## config.mk

```make
export PLATFORM = sky130hd
export DESIGN_NAME = spi24_regmaster
export DESIGN_NICKNAME = d
export VERILOG_FILES = /design/src/rtl/spi24_pkg.sv /design/src/rtl/spi24_divider.sv /design/src/rtl/spi24_shifter.sv /design/src/rtl/spi24_seq.sv /design/src/rtl/spi24_regmaster.sv
export SDC_FILE = /design/constraint.sdc
export NUM_CORES = 1
export LEC_CHECK = 0
export ABC_AREA = 1
export CORE_MARGIN = 5
export CORE_UTILIZATION = 55
export CTS_CLUSTER_SIZE = 30
export DETAILED_ROUTE_END_ITERATION = 10
export DONT_BUFFER_PORTS = 1
export GPL_ROUTABILITY_DRIVEN = 0
export PLACE_DENSITY = 0.82
export SYNTH_ARGS = -nofsm -noshare
export SYNTH_HDL_FRONTEND = slang
export SYNTH_HIERARCHICAL = 1
export SYNTH_SLANG_ARGS = --single-unit
```

## constraint.sdc

```tcl
create_clock -name clk -period 2.15 [get_ports clk]
set_input_delay 0.215 -clock clk [delete_from_list [all_inputs] [get_ports clk]]
set_output_delay 0.215 -clock clk [all_outputs]
set_load 0.03 [all_outputs]
```

## src/rtl/spi24_pkg.sv

```systemverilog
package spi24_pkg;

  localparam int FRAME_W = 24;
  localparam int OP_W    = 8;
  localparam int DATA_W  = 16;
  localparam int ADDR_W  = 8;

  localparam logic [OP_W-1:0] OP_SELECT = 8'h70;
  localparam logic [OP_W-1:0] OP_STORE  = 8'h72;
  localparam logic [OP_W-1:0] OP_FETCH  = 8'h73;

  typedef logic [FRAME_W-1:0] frame_t;

  // Word that names the target register.
  function automatic frame_t mk_select(input logic [ADDR_W-1:0] regno);
    return {OP_SELECT, {(FRAME_W-OP_W-ADDR_W){1'b0}}, regno};
  endfunction

  // Word that carries a value to be stored.
  function automatic frame_t mk_store(input logic [DATA_W-1:0] value);
    return {OP_STORE, value};
  endfunction

  // Word that fetches the selected register.
  function automatic frame_t mk_fetch();
    return {OP_FETCH, {DATA_W{1'b0}}};
  endfunction

  // Result handed back to the requester.
  function automatic logic [DATA_W-1:0] result_of(input bit has_sdi,
                                                  input bit is_write,
                                                  input frame_t captured);
    if (has_sdi && !is_write) return captured[DATA_W-1:0];
    return '0;
  endfunction

  // Cycles the select spends low for one frame.
  function automatic int unsigned select_low_cycles(input int unsigned half,
                                                    input int unsigned guard);
    return 2 * guard + 2 * FRAME_W * half;
  endfunction

endpackage

```

## src/rtl/spi24_divider.sv

```systemverilog
module spi24_divider #(
  parameter int LEN_W = 4
) (
  input  logic             clk,
  input  logic             rst_n,
  input  logic             load,
  input  logic [LEN_W-1:0] len,
  output logic             expired
);

  logic [LEN_W-1:0] cnt;

  always_ff @(posedge clk or negedge rst_n) begin
    if (!rst_n) begin
      cnt <= '0;
    end else if (load) begin
      cnt <= len - LEN_W'(1);
    end else if (cnt != '0) begin
      cnt <= cnt - LEN_W'(1);
    end
  end

  assign expired = (cnt == '0);

  // a phase of zero length would break the timing schedule.
  a_r6_len_nonzero: assert property (@(posedge clk) disable iff (!rst_n)
    load |-> (len != '0));

endmodule

```

## src/rtl/spi24_shifter.sv

```systemverilog
module spi24_shifter
  import spi24_pkg::*;
#(
  parameter int HALF_DIV  = 4,
  parameter int GUARD_CYC = 10,
  parameter bit HAS_SDI   = 1'b1
) (
  input  logic   clk,
  input  logic   rst_n,
  input  logic   start,
  input  frame_t frame_in,
  input  logic   sdi,
  output logic   cs_n,
  output logic   sck,
  output logic   sdo,
  output frame_t cap_word,
  output logic   fdone
);

  localparam int LEN_MAX = (HALF_DIV > GUARD_CYC) ? HALF_DIV : GUARD_CYC;
  localparam int LEN_W   = $clog2(LEN_MAX + 1);
  localparam int BIT_W   = $clog2(FRAME_W);
  localparam logic [LEN_W-1:0] HALF_LEN  = LEN_W'(HALF_DIV);
  localparam logic [LEN_W-1:0] GUARD_LEN = LEN_W'(GUARD_CYC);
  localparam logic [BIT_W-1:0] TOP_BIT   = BIT_W'(FRAME_W - 1);

  typedef enum logic [2:0] {
    SH_IDLE,
    SH_LEAD,
    SH_LOW,
    SH_HIGH,
    SH_TRAIL,
    SH_GAP
  } sh_state_e;

  sh_state_e        st;
  logic [BIT_W-1:0] bitcnt;
  frame_t           shreg;
  logic             tload;
  logic [LEN_W-1:0] tlen;
  logic             expired;

  // Named internal events.
  logic take, lead_end, rise_now, fall_now, last_bit_end, trail_end, gap_end;

  assign take         = (st == SH_IDLE) && start;
  assign lead_end     = (st == SH_LEAD) && expired;
  assign rise_now     = (st == SH_LOW) && expired;
  assign fall_now     = (st == SH_HIGH) && expired && (bitcnt != '0);
  assign last_bit_end = (st == SH_HIGH) && expired && (bitcnt == '0);
  assign trail_end    = (st == SH_TRAIL) && expired;
  assign gap_end      = (st == SH_GAP) && expired;

  always_comb begin
    tload = take | lead_end | rise_now | fall_now | last_bit_end | trail_end;
    tlen  = (lead_end | rise_now | fall_now) ? HALF_LEN : GUARD_LEN;
  end

  spi24_divider #(.LEN_W(LEN_W)) u_div (
    .clk    (clk),
    .rst_n  (rst_n),
    .load   (tload),
    .len    (tlen),
    .expired(expired)
  );

  always_ff @(posedge clk or negedge rst_n) begin
    if (!rst_n) begin
      st     <= SH_IDLE;
      cs_n   <= 1'b1;
      sck    <= 1'b1;
      sdo    <= 1'b1;
      bitcnt <= '0;
      shreg  <= '0;
      fdone  <= 1'b0;
    end else begin
      fdone <= 1'b0;
      if (take) begin
        st     <= SH_LEAD;
        cs_n   <= 1'b0;
        shreg  <= frame_in;
        bitcnt <= TOP_BIT;
      end
      if (lead_end) begin
        st  <= SH_LOW;
        sck <= 1'b0;
        sdo <= shreg[FRAME_W-1];
      end
      if (rise_now) begin
        st  <= SH_HIGH;
        sck <= 1'b1;
      end
      if (fall_now) begin
        st     <= SH_LOW;
        sck    <= 1'b0;
        bitcnt <= bitcnt - BIT_W'(1);
        shreg  <= shreg << 1;
        sdo    <= shreg[FRAME_W-2];
      end
      if (last_bit_end) begin
        st <= SH_TRAIL;
      end
      if (trail_end) begin
        st   <= SH_GAP;
        cs_n <= 1'b1;
        sdo  <= 1'b1;
      end
      if (gap_end) begin
        st    <= SH_IDLE;
        fdone <= 1'b1;
      end
    end
  end

  generate
    if (HAS_SDI) begin : g_capture
      frame_t capreg;
      always_ff @(posedge clk or negedge rst_n) begin
        if (!rst_n) begin
          capreg <= '0;
        end else if (take) begin
          capreg <= '0;
        end else if (rise_now) begin
          capreg <= {capreg[FRAME_W-2:0], sdi};
        end
      end
      assign cap_word = capreg;
    end else begin : g_no_capture
      assign cap_word = '0;
    end
  endgenerate

  // the clock rests high whenever no frame is selected.
  a_r2_sck_idle_high: assert property (@(posedge clk) disable iff (!rst_n)
    cs_n |-> sck);

  // the data line does not move at a rising clock edge.
  a_r2_sdo_hold_on_rise: assert property (@(posedge clk) disable iff (!rst_n)
    $rose(sck) |-> $stable(sdo));

  // the select remains low throughout the bit phases.
  a_r6_cs_low_in_bits: assert property (@(posedge clk) disable iff (!rst_n)
    ((st == SH_LOW) || (st == SH_HIGH)) |-> !cs_n);

  // shifting always begins from the most significant bit.
  a_r1_start_msb: assert property (@(posedge clk) disable iff (!rst_n)
    (st == SH_LEAD) |-> (bitcnt == TOP_BIT));

endmodule

```

## src/rtl/spi24_seq.sv

```systemverilog
module spi24_seq
  import spi24_pkg::*;
#(
  parameter bit HAS_SDI = 1'b1
) (
  input  logic              clk,
  input  logic              rst_n,
  input  logic              req_valid,
  input  logic              req_write,
  input  logic [ADDR_W-1:0] req_addr,
  input  logic [DATA_W-1:0] req_wdata,
  input  logic              fdone,
  input  frame_t            cap_word,
  output logic              fstart,
  output frame_t            frame_out,
  output logic              busy,
  output logic              done,
  output logic [DATA_W-1:0] rdata
);

  typedef enum logic [1:0] {
    Q_IDLE,
    Q_SEL,
    Q_DATA
  } q_state_e;

  q_state_e          st;
  logic              lat_write;
  logic [DATA_W-1:0] lat_wdata;

  logic accept, sel_end, data_end;
  assign accept   = req_valid && (st == Q_IDLE);
  assign sel_end  = fdone && (st == Q_SEL);
  assign data_end = fdone && (st == Q_DATA);

  always_ff @(posedge clk or negedge rst_n) begin
    if (!rst_n) begin
      st        <= Q_IDLE;
      fstart    <= 1'b0;
      frame_out <= '0;
      done      <= 1'b0;
      rdata     <= '0;
      lat_write <= 1'b0;
      lat_wdata <= '0;
    end else begin
      fstart <= 1'b0;
      done   <= 1'b0;
      if (accept) begin
        st        <= Q_SEL;
        fstart    <= 1'b1;
        frame_out <= mk_select(req_addr);
        lat_write <= req_write;
        lat_wdata <= req_wdata;
      end
      if (sel_end) begin
        st        <= Q_DATA;
        fstart    <= 1'b1;
        frame_out <= lat_write ? mk_store(lat_wdata) : mk_fetch();
      end
      if (data_end) begin
        st    <= Q_IDLE;
        done  <= 1'b1;
        rdata <= result_of(HAS_SDI, lat_write, cap_word);
      end
    end
  end

  assign busy = (st != Q_IDLE);

  // completion is a single-cycle pulse.
  a_r5_done_single: assert property (@(posedge clk) disable iff (!rst_n)
    done |=> !done);

  // frame completions arrive only inside an access.
  a_r4_fdone_in_access: assert property (@(posedge clk) disable iff (!rst_n)
    fdone |-> busy);

  // the first frame's end launches the second frame.
  a_r4_second_launch: assert property (@(posedge clk) disable iff (!rst_n)
    sel_end |=> (fstart && busy));

  // an accepted request raises busy from the next cycle.
  a_r8_busy_after_accept: assert property (@(posedge clk) disable iff (!rst_n)
    accept |=> busy);

  generate
    if (!HAS_SDI) begin : g_no_sdi_chk
      // without a return line, results are zero.
      a_r10_zero_result: assert property (@(posedge clk) disable iff (!rst_n)
        done |-> (rdata == '0));
    end
  endgenerate

endmodule

```

## src/rtl/spi24_regmaster.sv

```systemverilog
module spi24_regmaster
  import spi24_pkg::*;
#(
  parameter int HALF_DIV  = 4,
  parameter int GUARD_CYC = 10,
  parameter bit HAS_SDI   = 1'b1
) (
  input  logic        clk,
  input  logic        rst_n,
  input  logic        req_valid,
  input  logic        req_write,
  input  logic [7:0]  req_addr,
  input  logic [15:0] req_wdata,
  output logic        busy,
  output logic        done,
  output logic [15:0] rdata,
  output logic        spi_cs_n,
  output logic        spi_sck,
  output logic        spi_mosi,
  input  logic        spi_miso
);

  logic   fstart;
  logic   fdone;
  frame_t frame_w;
  frame_t cap_w;

  spi24_seq #(.HAS_SDI(HAS_SDI)) u_seq (
    .clk      (clk),
    .rst_n    (rst_n),
    .req_valid(req_valid),
    .req_write(req_write),
    .req_addr (req_addr),
    .req_wdata(req_wdata),
    .fdone    (fdone),
    .cap_word (cap_w),
    .fstart   (fstart),
    .frame_out(frame_w),
    .busy     (busy),
    .done     (done),
    .rdata    (rdata)
  );

  spi24_shifter #(
    .HALF_DIV (HALF_DIV),
    .GUARD_CYC(GUARD_CYC),
    .HAS_SDI  (HAS_SDI)
  ) u_shift (
    .clk     (clk),
    .rst_n   (rst_n),
    .start   (fstart),
    .frame_in(frame_w),
    .sdi     (spi_miso),
    .cs_n    (spi_cs_n),
    .sck     (spi_sck),
    .sdo     (spi_mosi),
    .cap_word(cap_w),
    .fdone   (fdone)
  );

  // the select never falls while the block reports idle.
  a_r8_select_only_busy: assert property (@(posedge clk) disable iff (!rst_n)
    $fell(spi_cs_n) |-> busy);

endmodule

```

==> results.json <==
{
  "cts_hold_buf": 24,
  "post-route-period-util": 0.951,
  "drive_above_1_share": 0.0985,
  "path_common_cell": "nand2_1",
  "start_util": 0.567,
  "dp_hpwl_mm": 6.10,
  "r2r_slack_ns": 0.11,
  "drt_iter0_markers": 306,
  "fin_crit_ns": 2.04,
  "hold_class": "in -> async",
  "slew_headroom": 0.526,
  "syn2layout_area_growth_pct": 10.6,
  "leakage_nw": 2.71,
  "crit_family": "simple AND/OR/NAND/NOR gates",
  "cts.path.max_buffers": 2,
  "cp-endpoint": "u_shift/u_div/cnt[2]$_DFFE_PN0P_",
  "grt_pass1_vias": 3864,
  "use_met3": 0.0425,
  "cp-end-kind": "register",
  "use_met2": 0.304,
  "ioPinCount": 50,
  "clk_pin_slew_worst_paths_ns": 0.10,
  "met1_usage": 0.254,
  "rows": 34,
  "antenna_found_initial": 0,
  "utilization": 0.627,
  "vias_per_cell": 5.40,
  "synthCells": 576,
  "clkSinkCount": 112,
  "path_max_fanout": 7,
  "die_h_um": 105,
  "worst_clock_skew_ns": 0.0121,
  "r2r_end": "u_shift/u_div/cnt[2]$_DFFE_PN0P_",
  "gr-max-usage-layer": "met2",
  "portBuffers": 0,
  "nets": 625,
  "syn-cell-area_mm2": 0.00497,
  "path_depth": 15,
  "maxSlewViolCount": 0,
  "drc_errors": 0,
  "required_ns": 2.46,
  "startpoint": "u_shift/u_div/cnt[2]$_DFFE_PN0P_",
  "routed-via-count": 3820,
  "ys_warn_count": 6,
  "power_density_mw_per_mm2": 964,
  "hold_slack_ns": -0.480,
  "htree_levels": 3,
  "cp.arrival_ns": 2.36,
  "clk-insertion-delay-late_ns": 0.38,
  "num_antenna_cells": 0,
  "cts_root_buf": "clkbuf_8",
  "fillers": 688,
  "antenna_left": 0,
  "core_area_mm2": 0.00876,
  "outcome": "finished, violations left",
  "cap_viol_max_count": 0,
  "r2r_start": "u_shift/u_div/cnt[2]$_DFFE_PN0P_",
  "die_area_mm2": 0.0110,
  "finalPower_mw": 5.29,
  "setup_viol": 0,
  "criticalPathCategory": "reg -> reg",
  "cts_tree": "done",
  "rsz0062_at_grt": "yes",
  "grt_overflow": 0,
  "drt_wl_total_mm": 10.0,
  "peakVddDrop_mv": 0.649,
  "grt_max_degree": 113,
  "hold_violations": 112,
  "die_w_um": 105,
  "cts_buffers": 9,
  "path_cells": "nor2_1 -> nand3_1 -> inv_2 -> nand2_1 -> inv_1 -> nand2_2 -> nand2_1 -> nor2_4 -> inv_4 -> inv_2 -> nand2_1 -> nand2_2 -> ha_2 -> or2_0 -> a21boi_1",
  "start_kind": "register",
  "crit_slowest_cell": "dfrtp_1",
  "wire_per_inst_um": 14.2,
  "path_buf_inv": 4,
  "grt_pass1_wl_mm": 17.6,
  "firstDrtPassIters": 5,
  "max_freq_mhz": 489,
  "critPathMaxStageDelay_ns": 0.41,
  "failed_checks": "hold timing",
  "grt.total_usage": 0.191,
  "r2r_cells": 15,
  "worstMarginPinSlew_ns": 0.711,
  "setup_tns_ns": 0,
  "avgSynthCellArea_um2": 8.62
}
-- layout make-up --
type,count,area [µm²],share of cell area
sequential,112,2810,0.511
multi-input combinational,378,1760,0.320
timing repair buffer,38,345,0.0629
inverter,55,209,0.0380
clock buffer,11,151,0.0276
tap,108,135,0.0246
clock inverter,5,86.3,0.0157
-- cells in the final DEF (no fill, tap or decap) --
| master | count |
|---|---|
| clkinv_4 | 2 |
| o21ai_1 | 1 |
| inv_4 | 1 |
| dlygate4sd3_1 | 24 |
| nand2_1 | 185 |
| a21boi_1 | 1 |
| xnor2_1 | 1 |
| nand3_4 | 1 |
| clkinv_1 | 1 |
| ha_2 | 1 |
| dfrtp_1 | 109 |
| buf_4 | 14 |
| nor2_4 | 1 |
| nor2_2 | 2 |
| inv_6 | 1 |
| inv_1 | 48 |
| nand3_2 | 2 |
| nand3b_2 | 1 |
| nand4_1 | 1 |
| or2_2 | 1 |
| nand2_4 | 1 |
| a21oi_1 | 1 |
| nand2_2 | 9 |
| nor2_1 | 11 |
| inv_2 | 5 |
| nor2_8 | 1 |
| bufinv_16 | 2 |
| dfstp_2 | 3 |
| nand3_1 | 113 |
| o22ai_1 | 13 |
| o21ai_0 | 24 |
| conb_1 | 4 |
| xor2_1 | 1 |
| clkbuf_8 | 11 |
| or2_0 | 1 |
| ha_1 | 1 |
-- report_power, final --
part | internal [mW] | leakage [nW] | switching [mW]
logic | 0.471 | 1.21 | 0.659
clock network | 0.728 | 0.120 | 0.699
registers | 2.49 | 1.38 | 0.250
total | 3.68 | 2.71 | 1.61
-- routing by layer --
metal / wire length, µm / vias up
met5: 0 / -
li1: - / 1865
met2: 4960 / 100
met4: 244 / 0
met1: 4380 / 1835
met3: 465 / 20
-- worst min-delay path by stage --
| stage | end | slack, ns |
|---|---|---|
| 2_1_floorplan | u_seq/done$_DFF_PN0_ | -0.08 |
| 3_3_place_gp | u_seq/rdata[9]$_DFFE_PN0P_ | -0.08 |
| 3_5_place_dp | u_seq/rdata[9]$_DFFE_PN0P_ | -0.08 |
| 4_1_cts | u_seq/rdata[9]$_DFFE_PN0P_ | -0.49 |
| 5_1_grt | u_seq/rdata[8]$_DFFE_PN0P_ | -0.51 |
| 6_report | u_seq/rdata[9]$_DFFE_PN0P_ | -0.48 |
-- registers in the layout (all words and copies together), names as in the netlist, 2 cells and up --
register and flops:
u_shift/shreg 24, u_seq/frame_out 19, u_shift/st 3, u_seq/rdata 16, u_shift/u_div/cnt 4, u_shift/bitcnt 5
u_seq/st 2, u_shift/cap_word 16, u_seq/lat_wdata 16
-- per-stage QoR --
stage	worst slack, ns	std cells	area [µm²]
floorplan	0.107	578	4970
global placement	0.0713	663	4960
detailed placement	-0.0860	663	4960
CTS	0.00305	703	5440
global route	-0.0699	707	5490
finish	0.106	707	5490
-- what timing repair did --
item,4_1_cts,5_1_grt
endpoints found under the hold margin,136,112
setup endpoints to repair,1,3
gates resized for setup,2,7
pin swaps,0,3
buffers inserted,0,4
No activity file was read; power rests on OpenSTA's default activity.
